### src/rtl/hxt_pkg.sv
package hxt_pkg;
    localparam int VA_W       = 64;
    localparam int WORD_W     = 64;
    localparam int HALF_W     = WORD_W / 2;
    localparam int CTX_W      = 13;
    localparam int IDX_W      = 9;
    localparam int PG_SHIFT   = 13;
    localparam int SLOT_SHIFT = 4;
    localparam int CTX_LSB    = 48;
    localparam int LOCK_POS   = 47;
    localparam int VPN_W      = VA_W - PG_SHIFT;
    localparam int VTAG_W     = VPN_W - IDX_W;
    localparam int XL_OFFSET  = 8;
    localparam logic [HALF_W-1:0] LOCK_HI = HALF_W'(1) << (LOCK_POS - HALF_W);

    typedef enum logic [1:0] {
        MOP_RD128 = 2'd0,
        MOP_WR64  = 2'd1,
        MOP_CAS32 = 2'd2,
        MOP_FENCE = 2'd3
    } mem_op_e;

    typedef enum logic [3:0] {
        ST_IDLE, ST_LK_READ, ST_LK_REPLY,
        ST_UP_POLL, ST_UP_LOCK, ST_UP_DATA, ST_UP_FENCE, ST_UP_TAG, ST_UP_REPLY
    } hxt_state_e;
endpackage

### src/rtl/hxt_keygen.sv
module hxt_keygen
    import hxt_pkg::*;
(
    input  logic [VPN_W-1:0]  vpn,
    input  logic [CTX_W-1:0]  ctx,
    input  logic [VA_W-1:0]   base,
    output logic [VA_W-1:0]   slot_addr,
    output logic [WORD_W-1:0] cmp_tag
);
    logic [IDX_W-1:0] idx;

    always_comb begin
        idx       = vpn[IDX_W-1:0];
        slot_addr = base + {{(VA_W-IDX_W-SLOT_SHIFT){1'b0}}, idx, {SLOT_SHIFT{1'b0}}};
        cmp_tag   = '0;
        cmp_tag[CTX_LSB +: CTX_W] = ctx;
        cmp_tag[VTAG_W-1:0]       = vpn[VPN_W-1:IDX_W];
    end
endmodule

### src/rtl/hxt_ctrl.sv
module hxt_ctrl
    import hxt_pkg::*;
(
    input  logic                clk,
    input  logic                rst_n,
    input  logic                lk_valid,
    input  logic [VPN_W-1:0]    lk_vpn,
    input  logic [CTX_W-1:0]    lk_ctx,
    input  logic                up_valid,
    input  logic [VPN_W-1:0]    up_vpn,
    input  logic [CTX_W-1:0]    up_ctx,
    input  logic [WORD_W-1:0]   up_xlate,
    input  logic [VA_W-1:0]     slot_addr,
    input  logic [WORD_W-1:0]   cmp_tag,
    input  logic                mem_ack,
    input  logic [2*WORD_W-1:0] mem_rdata,
    output logic                lk_ready,
    output logic                lk_done,
    output logic                lk_hit,
    output logic [WORD_W-1:0]   lk_xlate,
    output logic                up_ready,
    output logic                up_done,
    output logic                mem_req,
    output logic [1:0]          mem_op,
    output logic [VA_W-1:0]     mem_addr,
    output logic [WORD_W-1:0]   mem_wdata,
    output logic [HALF_W-1:0]   mem_cmp,
    output logic [VPN_W-1:0]    cur_vpn,
    output logic [CTX_W-1:0]    cur_ctx
);
    hxt_state_e          state, state_nx;
    logic [WORD_W-1:0]   cur_xl;
    logic [HALF_W-1:0]   seen_hi;
    logic                hit_q;
    logic [WORD_W-1:0]   xl_q;
    logic                rd_match;

    assign rd_match = (mem_rdata[WORD_W-1:0] == cmp_tag) && (mem_rdata[WORD_W-1:0] != '0);

    always_comb begin
        state_nx = state;
        unique case (state)
            ST_IDLE:     if (lk_valid) state_nx = ST_LK_READ;
                         else if (up_valid) state_nx = ST_UP_POLL;
            ST_LK_READ:  if (mem_ack) state_nx = ST_LK_REPLY;
            ST_LK_REPLY: state_nx = ST_IDLE;
            ST_UP_POLL:  if (mem_ack) state_nx = mem_rdata[LOCK_POS] ? ST_UP_POLL : ST_UP_LOCK;
            ST_UP_LOCK:  if (mem_ack) state_nx = (mem_rdata[HALF_W-1:0] == seen_hi) ? ST_UP_DATA : ST_UP_POLL;
            ST_UP_DATA:  if (mem_ack) state_nx = ST_UP_FENCE;
            ST_UP_FENCE: if (mem_ack) state_nx = ST_UP_TAG;
            ST_UP_TAG:   if (mem_ack) state_nx = ST_UP_REPLY;
            ST_UP_REPLY: state_nx = ST_IDLE;
            default:     state_nx = ST_IDLE;
        endcase
    end

    always_ff @(posedge clk) begin
        if (!rst_n) state <= ST_IDLE;
        else        state <= state_nx;
    end

    always_ff @(posedge clk) begin
        if (!rst_n) begin
            cur_vpn <= '0;
            cur_ctx <= '0;
            cur_xl  <= '0;
            seen_hi <= '0;
            hit_q   <= 1'b0;
            xl_q    <= '0;
        end else begin
            if (state == ST_IDLE) begin
                if (lk_valid) begin
                    cur_vpn <= lk_vpn;
                    cur_ctx <= lk_ctx;
                end else if (up_valid) begin
                    cur_vpn <= up_vpn;
                    cur_ctx <= up_ctx;
                    cur_xl  <= up_xlate;
                end
            end
            if (state == ST_LK_READ && mem_ack) begin
                hit_q <= rd_match;
                xl_q  <= rd_match ? mem_rdata[2*WORD_W-1:WORD_W] : '0;
            end
            if (state == ST_UP_POLL && mem_ack)
                seen_hi <= mem_rdata[WORD_W-1:HALF_W];
        end
    end

    always_comb begin
        lk_ready  = (state == ST_IDLE);
        up_ready  = (state == ST_IDLE) && !lk_valid;
        lk_done   = (state == ST_LK_REPLY);
        up_done   = (state == ST_UP_REPLY);
        lk_hit    = hit_q;
        lk_xlate  = xl_q;
        mem_req   = 1'b0;
        mem_op    = MOP_RD128;
        mem_addr  = slot_addr;
        mem_wdata = '0;
        mem_cmp   = seen_hi;
        unique case (state)
            ST_LK_READ, ST_UP_POLL: mem_req = 1'b1;
            ST_UP_LOCK: begin
                mem_req   = 1'b1;
                mem_op    = MOP_CAS32;
                mem_wdata = {{HALF_W{1'b0}}, seen_hi | LOCK_HI};
            end
            ST_UP_DATA: begin
                mem_req   = 1'b1;
                mem_op    = MOP_WR64;
                mem_addr  = slot_addr + VA_W'(XL_OFFSET);
                mem_wdata = cur_xl;
            end
            ST_UP_FENCE: begin
                mem_req = 1'b1;
                mem_op  = MOP_FENCE;
            end
            ST_UP_TAG: begin
                mem_req   = 1'b1;
                mem_op    = MOP_WR64;
                mem_wdata = cmp_tag;
            end
            default: ;
        endcase
    end


    req_hold_chk: assert property (@(posedge clk) disable iff (!rst_n)
        (mem_req && !mem_ack) |=> (mem_req && $stable(mem_op) && $stable(mem_addr) && $stable(mem_wdata)));

    lock_miss_chk: assert property (@(posedge clk) disable iff (!rst_n)
        (state == ST_LK_READ && mem_ack && mem_rdata[LOCK_POS]) |=> (lk_done && !lk_hit));

    miss_zero_chk: assert property (@(posedge clk) disable iff (!rst_n)
        (lk_done && !lk_hit) |-> (lk_xlate == '0));

    tag_after_fence_chk: assert property (@(posedge clk) disable iff (!rst_n)
        (mem_req && mem_ack && mem_op == MOP_FENCE) |=>
        (mem_req && mem_op == MOP_WR64 && mem_addr == $past(mem_addr) && mem_wdata[LOCK_POS] == 1'b0));

    swap_sets_lock_chk: assert property (@(posedge clk) disable iff (!rst_n)
        (mem_req && mem_op == MOP_CAS32) |-> (mem_wdata[LOCK_POS-HALF_W] && !mem_cmp[LOCK_POS-HALF_W]));

    lk_pulse_chk: assert property (@(posedge clk) disable iff (!rst_n) lk_done |=> !lk_done);

    up_pulse_chk: assert property (@(posedge clk) disable iff (!rst_n) up_done |=> !up_done);

    busy_ready_chk: assert property (@(posedge clk) disable iff (!rst_n)
        mem_req |-> (!lk_ready && !up_ready));
endmodule

### src/rtl/hxt_unit.sv
module hxt_unit
    import hxt_pkg::*;
(
    input  logic                clk,
    input  logic                rst_n,
    input  logic [VA_W-1:0]     base_addr,
    input  logic                lk_valid,
    output logic                lk_ready,
    input  logic [VA_W-1:0]     lk_vaddr,
    input  logic [CTX_W-1:0]    lk_ctx,
    output logic                lk_done,
    output logic                lk_hit,
    output logic [WORD_W-1:0]   lk_xlate,
    input  logic                up_valid,
    output logic                up_ready,
    input  logic [VA_W-1:0]     up_vaddr,
    input  logic [CTX_W-1:0]    up_ctx,
    input  logic [WORD_W-1:0]   up_xlate,
    output logic                up_done,
    output logic                mem_req,
    output logic [1:0]          mem_op,
    output logic [VA_W-1:0]     mem_addr,
    output logic [WORD_W-1:0]   mem_wdata,
    output logic [HALF_W-1:0]   mem_cmp,
    input  logic                mem_ack,
    input  logic [2*WORD_W-1:0] mem_rdata
);
    logic [VPN_W-1:0]  cur_vpn;
    logic [CTX_W-1:0]  cur_ctx;
    logic [VA_W-1:0]   slot_addr;
    logic [WORD_W-1:0] cmp_tag;
    logic              unused_offset_bits;

    assign unused_offset_bits = ^{lk_vaddr[PG_SHIFT-1:0], up_vaddr[PG_SHIFT-1:0]};

    hxt_keygen u_keygen (
        .vpn       (cur_vpn),
        .ctx       (cur_ctx),
        .base      (base_addr),
        .slot_addr (slot_addr),
        .cmp_tag   (cmp_tag)
    );

    hxt_ctrl u_ctrl (
        .clk       (clk),
        .rst_n     (rst_n),
        .lk_valid  (lk_valid),
        .lk_vpn    (lk_vaddr[VA_W-1:PG_SHIFT]),
        .lk_ctx    (lk_ctx),
        .up_valid  (up_valid),
        .up_vpn    (up_vaddr[VA_W-1:PG_SHIFT]),
        .up_ctx    (up_ctx),
        .up_xlate  (up_xlate),
        .slot_addr (slot_addr),
        .cmp_tag   (cmp_tag),
        .mem_ack   (mem_ack),
        .mem_rdata (mem_rdata),
        .lk_ready  (lk_ready),
        .lk_done   (lk_done),
        .lk_hit    (lk_hit),
        .lk_xlate  (lk_xlate),
        .up_ready  (up_ready),
        .up_done   (up_done),
        .mem_req   (mem_req),
        .mem_op    (mem_op),
        .mem_addr  (mem_addr),
        .mem_wdata (mem_wdata),
        .mem_cmp   (mem_cmp),
        .cur_vpn   (cur_vpn),
        .cur_ctx   (cur_ctx)
    );
endmodule

### config.mk
export PLATFORM = sky130hd
export DESIGN_NAME = hxt_unit
export DESIGN_NICKNAME = d
export VERILOG_FILES = /design/src/rtl/hxt_pkg.sv /design/src/rtl/hxt_keygen.sv /design/src/rtl/hxt_ctrl.sv /design/src/rtl/hxt_unit.sv
export SDC_FILE = /design/constraint.sdc
export NUM_CORES = 1
export LEC_CHECK = 0
export BUFFER_PORTS_ARGS = -buffer_cell sky130_fd_sc_hd__buf_2
export CAP_MARGIN = 20
export CORE_AREA = 2 2 250 252
export DETAILED_ROUTE_END_ITERATION = 8
export DIE_AREA = 0 0 252 254
export SYNTH_ARGS = -nofsm -noshare
export SYNTH_HDL_FRONTEND = slang
export SYNTH_SLANG_ARGS = --single-unit
export TNS_END_PERCENT = 50
### constraint.sdc
create_clock -name clk -period 4.6 [get_ports clk]
set_input_delay 0.46 -clock clk [delete_from_list [all_inputs] [get_ports clk]]
set_output_delay 0.46 -clock clk [all_outputs]
set_load 0.02 [all_outputs]
==> results of run 1 <==
==> routing by layer <==
| metal | vias to the layer above | track usage | part of all wire |
|---|---|---|---|
| met2 | 689 | 0.359 | 0.49 |
| met5 | - | 0 | 0.0010 |
| li1 | 7673 | - | - |
| met1 | 7666 | 0.227 | 0.38 |
| met4 | 10 | 0.115 | 0.059 |
| met3 | 168 | 0.0390 | 0.065 |
==> flip-flops by register name, summed over array words and instances (netlist names) <==
signal and count:
u_ctrl.cur_ctx 13, u_ctrl.mem_cmp 32, u_ctrl.lk_hit 1, u_ctrl.state 4, u_ctrl.cur_vpn 51, u_ctrl.cur_xl 64
u_ctrl.lk_xlate 64
==> power by group through the flow <==
stage / registers, mW / logic [mW] / clock network [mW]
final: 2.75 / 3.42 / 2.25
after global routing: 2.79 / 3.68 / 2.40
after CTS: 2.74 / 3.24 / 2.32
after detailed placement: 2.77 / 3.04 / 0
after global placement: 2.76 / 3.03 / 0
after floorplan: 2.59 / 1.83 / 0
==> cells by family after synthesis <==
kind of cell,share of synthesized area
flops,0.319
mux,0.0454
compound gates,0.214
fa+ha+maj,0.0101
buf+inv,0.0383
simple gates,0.262
xor+xnor,0.112
==> cell usage after synthesis (23+ instances only) <==
cell type,n
mux2i_1,64
dfxtp_1,229
nor2b_1,71
nand2_1,374
a22oi_1,100
xor2_1,49
clkbuf_1,90
nand3_1,35
a21boi_0,97
o211a_1,67
nor4_1,36
nor3_1,35
a22o_1,23
nand4_1,42
xnor2_1,134
nor2_1,55
==> critical path: stages (launching register included) <==
cell       delay [ns]
dfxtp_4          0.36
ha_4             0.27
a21oi_4          0.06
or2_4            0.27
a2111oi_4        0.35
buf_4            0.20
o2111ai_2        0.12
xor2_1           0.18
or4_4            0.55
or4_4            0.52
buf_4            0.16
nor4_4           0.12
buf_4            0.16
nand2_1          0.06
xnor2_1          0.16
buf_4            0.17
==> final cells by class <==
class / instances / area share
Antenna cell: 8 / 0.000940
Clock buffer: 38 / 0.0366
Clock inverter: 12 / 0.00664
Inverter: 21 / 0.00370
Multi-Input combinational cell: 1394 / 0.475
Sequential cell: 229 / 0.216
Tap cell: 790 / 0.0464
Timing Repair Buffer: 781 / 0.214
==> repair_timing <==
action                                  CTS  global route
buffers inserted                         26            10
pin swaps                                54            26
endpoints found under the setup margin   46            43
resized for setup                       117            95
==> through the flow <==
step	setup TNS (ns)	hold WS, ns
CTS	-1.68	0.0708
global placement	-0.988	0.448
detailed placement	-0.820	0.455
finish	-0.819	0.101
floorplan	0	0.439
global route	-6.93	0.0922
==> placed cells by master, fill, tap and decap left out, drive strengths merged, types with 10 or more instances in the layout <==
cell and count:
xnor2 134, buf 781, nand3 36, ha 10, and2 21, o21ai 17, nand2 374, and3 12
nor2b 71, a22oi 100, clkbuf 38, inv 22, dfxtp 229, nor2 55, mux2i 64, xor2 49
a22o 23, a21boi 98, nand4 46, nor3 38, o211a 67, or4 10, nor4 42, a21oi 15
==> worst max path at each step <==
stage | from | endpoint | slack (ns) | cells after the start
after floorplan | base_addr[4] | mem_addr[49] | 0.15 | 12
after global placement | base_addr[4] | mem_addr[50] | -0.13 | 16
after detailed placement | base_addr[4] | mem_addr[56] | -0.14 | 17
after CTS | u_ctrl.cur_vpn[0]$_SDFFE_PN0P_ | mem_addr[48] | -0.23 | 15
after global routing | u_ctrl.cur_vpn[4]$_SDFFE_PN0P_ | mem_addr[49] | -0.32 | 15
final | u_ctrl.cur_vpn[1]$_SDFFE_PN0P_ | mem_addr[49] | -0.16 | 15
==> run metrics, run 1 <==
Hold Vio Cnt, Final=0; Post-Route WL=approximately 69,000 um; First-pass DRT Iterations=5; outcome=finished with violations; Non-Filler Instances=3,273; FMAX=~210 MHz; chip width=between 200 and 300 um; clock buffer count from CTS=28; count of routing violations after the opening detailed-route iteration=between 900 and 1,000; dominant register cell in the synthesized netlist=dfxtp_1; mapped cell area=0.0144 sq mm; maximum clock insertion buffer count=3; register area=between 0.004 and 0.005 sq mm; core area=a little over 0.06 sq mm; final HPWL from detailed placement=around 54,000 um; Die Y=roughly 250 um; per-cell via count in the routed design=4.95; required time of the critical path=a little over 4 ns; final critical-path share of the clock period=1.03; post-synthesis to final-layout area growth=48.1%; worst clock skew=roughly 0.039 ns; transition at the pin with the smallest max-transition slack=about 0.91 ns; Clock Sink Count=~230; number of fill cells=6,528; static leakage=roughly 9.6 nW; setup slack, reg-to-reg=1.68 ns; clock share of power=0.267; Net Switching=approximately 3.4 mW; share of the core filled with cells=0.348; number of setup violations in the final report=13; count of antenna-violating nets left after detailed routing=0; Cells after DPL=about 3,200; net switching share of the total power=0.398; synth warn=0; count of hold buffers inserted by post-cts repair=0; standard cell area after detailed placement=0.0191 sq mm; end of the worst register-to-register path=u_ctrl.cur_xl[61]$_SDFFE_PN0P_; Post-synth EDFFs=0; insertion delay of the later-clocked pin in the worst-skew pair=around 0.6 ns; count of max-cap constraint violations=0; # port buffers=between 600 and 700; post-synth top area share=0.319; Slew HR=0.386; max-slew violation count=0; r2r worst-path depth=7; via count=roughly 16,000; Int Power=slightly above 5 mW; violations in the final reports=setup timing; gr usage total=0.203; number of standard-cell rows in the floorplan=91; fraction of power consumed by combinational cells=0.406; dpl ws=-0.143 ns; Worst Path Arrival=approximately 4.3 ns; ratio of total power to cell area=395 mW/mm^2; I/O Pins=between 600 and 700; worst hold path stage count=3; final worst setup slack=-0.155 ns; multi-input combinational cell area=~0.010 sq mm; wire per inst=roughly 21 um; residual overflow from global routing=0; vias in the first global route=15,660; sequential fraction of design power=0.327; final-stage net count=~2,900; class of the tightest hold or removal check=input port to flip-flop; element type at the critical path start=flip-flop; Synth Instances=around 1,800; number of synthesized register bits=229; worst min-delay path endpoint=u_ctrl.cur_xl[34]$_SDFFE_PN0P_; post-route cell area=approximately 0.021 sq mm; share of layout cells above drive strength 1=0.395; CTS H-Tree Depth=1; syn avg cell area=approximately 8.2 sq um; initial antenna violation count=16; maximum number of pins on one net before global-route repair=93; fin crit period=about 4.8 ns; post-route DRC violation count=0; share of flip-flops with an asynchronous set or reset after synthesis=0; largest fanout on the critical path=3; top cells by area in the synthesized netlist=dfxtp_1, nand2_1, xnor2_1, a22oi_1, a21boi_0; worst min-delay path startpoint=up_xlate[34]; Pwr Total=between 8 and 9 mW; CTS tree=done; weighted congestion reported at the end of routability-driven placement=0.995; Unique masters post-synth=81; kind of capture point of the worst setup path=output port; sequential element share of the synthesized area=0.319; setup repair after global routing missed its margin=true; Crit Path Class=flip-flop to output port; cell type contributing the most total cell area after synthesis=dfxtp_1; Net Count, Synth=around 2,200; clock-pin slew on the worst setup and hold paths=0.06 ns; die area=around 0.064 sq mm; clock tree root buffer cell=clkbuf_16; Initial Utilization=0.235; largest vdd supply drop=approximately 290 uV; reg-to-reg startpoint=u_ctrl.state[3]$_SDFFE_PN0P_; wire length of the first global-routing pass=~98,000 um
No activity file was read; power rests on OpenSTA's default activity.
==> run 2, diff against run 1 <==
--- a/config.mk
+++ b/config.mk
@@ -7,9 +7,10 @@
 export LEC_CHECK = 0
 export BUFFER_PORTS_ARGS = -buffer_cell sky130_fd_sc_hd__buf_2
 export CAP_MARGIN = 20
-export CORE_AREA = 2 2 250 252
+export CORE_AREA = 2 2 254 256
+export CTS_CLUSTER_DIAMETER = 50
 export DETAILED_ROUTE_END_ITERATION = 8
-export DIE_AREA = 0 0 252 254
+export DIE_AREA = 0 0 256 258
 export SYNTH_ARGS = -nofsm -noshare
 export SYNTH_HDL_FRONTEND = slang
 export SYNTH_SLANG_ARGS = --single-unit
==> constraint.sdc (replaced) <==
create_clock -name clk -period 4 [get_ports clk]
set_input_delay 0.4 -clock clk [delete_from_list [all_inputs] [get_ports clk]]
set_output_delay 0.4 -clock clk [all_outputs]
set_load 0.02 [all_outputs]
==> run 2 against run 1 <==
Hold slack got worse by 0.018 ns. Clock power rose by 35%. Combinational power rose by 21%. The run still ends with setup timing left.
==> run metrics, run 2 (synthesis gave the netlist of run 1 again) <==
FMAX=213 MHz; violations in the final reports=setup timing; number of standard-cell rows in the floorplan=93; insertion delay of the later-clocked pin in the worst-skew pair=~0.56 ns; die area=about 0.066 sq mm; multi-input combinational cell area=0.0103 sq mm; count of max-cap constraint violations=0; kind of capture point of the worst setup path=output port; static leakage=between 10 and 15 nW; element type at the critical path start=flip-flop; worst path cell trace=ha_4 -> fa_2 -> a211oi_4 -> o31a_1 -> o21a_4 -> nor3_4 -> xnor2_1 -> or4_4 -> nor3_4 -> nand4_4 -> buf_12 -> nor4_4 -> xor2_2 -> buf_6; final worst setup slack=-0.700 ns; commonest cells after routing, fill and taps aside=buf_2, nand2_1, buf_4; largest vdd supply drop=roughly 320 uV; residual overflow from global routing=0; Crit Path Class=flip-flop to output port; gr usage total=0.206; ratio of total power to cell area=roughly 460 mW/mm^2; clock tree root buffer cell=clkbuf_16; CTS tree=done; Post-Route WL=a little over 70,000 um; Pwr Total=around 10 mW; CTS H-Tree Depth=1; Initial Utilization=0.226; per-cell via count in the routed design=about 4.9; largest stage delay on the critical path=0.56 ns; I/O Pins=647; setup repair after global routing missed its margin=true; worst clock skew=slightly below 0.01 ns; count of antenna-violating nets left after detailed routing=0; maximum clock insertion buffer count=3; outcome=finished with violations; vias in the first global route=~16,000; chip width=about 260 um; sum of buffers and inverters on the critical path=2; wire length of the first global-routing pass=104,000 um; weighted congestion reported at the end of routability-driven placement=between 0.9 and 1; count of hold buffers inserted by post-cts repair=0; post-route DRC violation count=0; max-slew violation count=0; core area=around 0.064 sq mm; number of setup violations in the final report=48; via count=~17,000; register area=approximately 0.0046 sq mm; final-stage net count=approximately 3,000; required time of the critical path=~3.6 ns; Worst path most repeated cell=nor3_4; count of routing violations after the opening detailed-route iteration=~1,300; number of fill cells=roughly 6,700; kind of cell with the highest combined delay on the critical path=simple AND/OR/NAND/NOR gates; # port buffers=approximately 610; largest fanout on the critical path=5; Hold Vio Cnt, Final=0; post-synthesis to final-layout area growth=55.9%; final HPWL from detailed placement=a little under 60,000 um; class of the tightest hold or removal check=input port to flip-flop; final critical-path share of the clock period=1.18; fin crit period=between 4 and 5 ns; Die Y=258 um; most frequent standard cell in the layout excluding fill and tap cells=buf_2; Slew HR=0.427; wire per inst=approximately 21 um; worst-path cell with the longest stage delay=or4_4; hold_ws=about 0.084 ns; maximum number of pins on one net before global-route repair=~130; share of layout cells above drive strength 1=0.420; Clock Sink Count=about 230; initial antenna violation count=21; transition at the pin with the smallest max-transition slack=around 0.86 ns; clock buffer count from CTS=31; clock-pin slew on the worst setup and hold paths=0.06 ns; Worst Path Arrival=4.30 ns; First-pass DRT Iterations=5
==> run 2: changes by cell type in the layout (fill, tap and decap cells not counted), moves of 5 or more <==
cell	delta
buf_2	-11
dfxtp_1	+5
buf_4	+81
diode_2	+6
xor2_2	+11
xnor2_1	-14
clkinv_2	-7
nor3_2	-8
xor2_1	-10
nor2_4	+5
xnor2_2	+15
nor3_4	+7
==> run 2: worst reg2reg max path: stages, from the launching register on <==
cell,delay (ns)
dfxtp_1,0.33
buf_4,0.20
nor2b_1,0.24
nand2_1,0.13
or3_2,0.49
nor2_1,0.14
nor4b_1,0.28
nand3_1,0.17
a21oi_4,0.18
buf_12,0.27
a22oi_1,0.18
nor2b_1,0.15
==> run 2: routing by layer <==
layer | vias to the layer above | routed length, um | global-route usage
li1 | 7835 | - | -
met1 | 7861 | 28000 | 0.235
met2 | 755 | 36100 | 0.372
met3 | 145 | 5100 | 0.0404
met4 | 8 | 3420 | 0.0962
met5 | - | 57 | 0
==> run 2: timing repair <==
item / 4_1_cts / 5_1_grt
hold endpoints to repair: 0 / 0
cloned: 1 / 0
pin swaps: 54 / 40
setup endpoints to repair: 50 / 53
gates resized for setup: 142 / 82
setup buffers: 30 / 22
==> run 2: stage by stage <==
stage	util	area, sq um	std cells	TNS, ns	worst slack (ns)
floorplan	-	14600	1760	-0.0741	-0.0539
CTS	0.343	21800	3386	-26.54	-0.762
detailed placement	0.311	19800	3302	-13.12	-0.456
global route	0.352	22400	3412	-32.10	-0.865
finish	0.352	22400	3421	-23.76	-0.700
global placement	0.311	19800	3302	-11.78	-0.444
==> run 2: path summary, 6_finish.rpt <==
check | startpoint | to | slack (ns) | cells after the start
max | u_ctrl.cur_vpn[0]$_SDFFE_PN0P_ | mem_addr[60] | -0.70 | 14
min reg2reg | u_ctrl.cur_xl[62]$_SDFFE_PN0P_ | u_ctrl.cur_xl[62]$_SDFFE_PN0P_ | 0.46 | 2
max reg2reg | u_ctrl.state[0]$_SDFFE_PN0P_ | u_ctrl.lk_xlate[21]$_SDFFE_PN0P_ | 1.17 | 11
min | up_xlate[17] | u_ctrl.cur_xl[17]$_SDFFE_PN0P_ | 0.08 | 3
==> run 2: layout make-up <==
type | count | share of cell area
clock inverters | 13 | 0.0110
repair buffers | 854 | 0.232
flip-flops and latches | 229 | 0.205
multi-input cells | 1394 | 0.461
well taps | 855 | 0.0477
diodes | 14 | 0.00156
clock buffers | 41 | 0.0390
inverters | 21 | 0.00352
==> run 2: where the power goes <==
group	leakage [nW]	switching [mW]	internal, mW
registers	1.87	0.469	2.68
clock network	0.542	1.12	1.92
logic	7.81	2.39	1.74
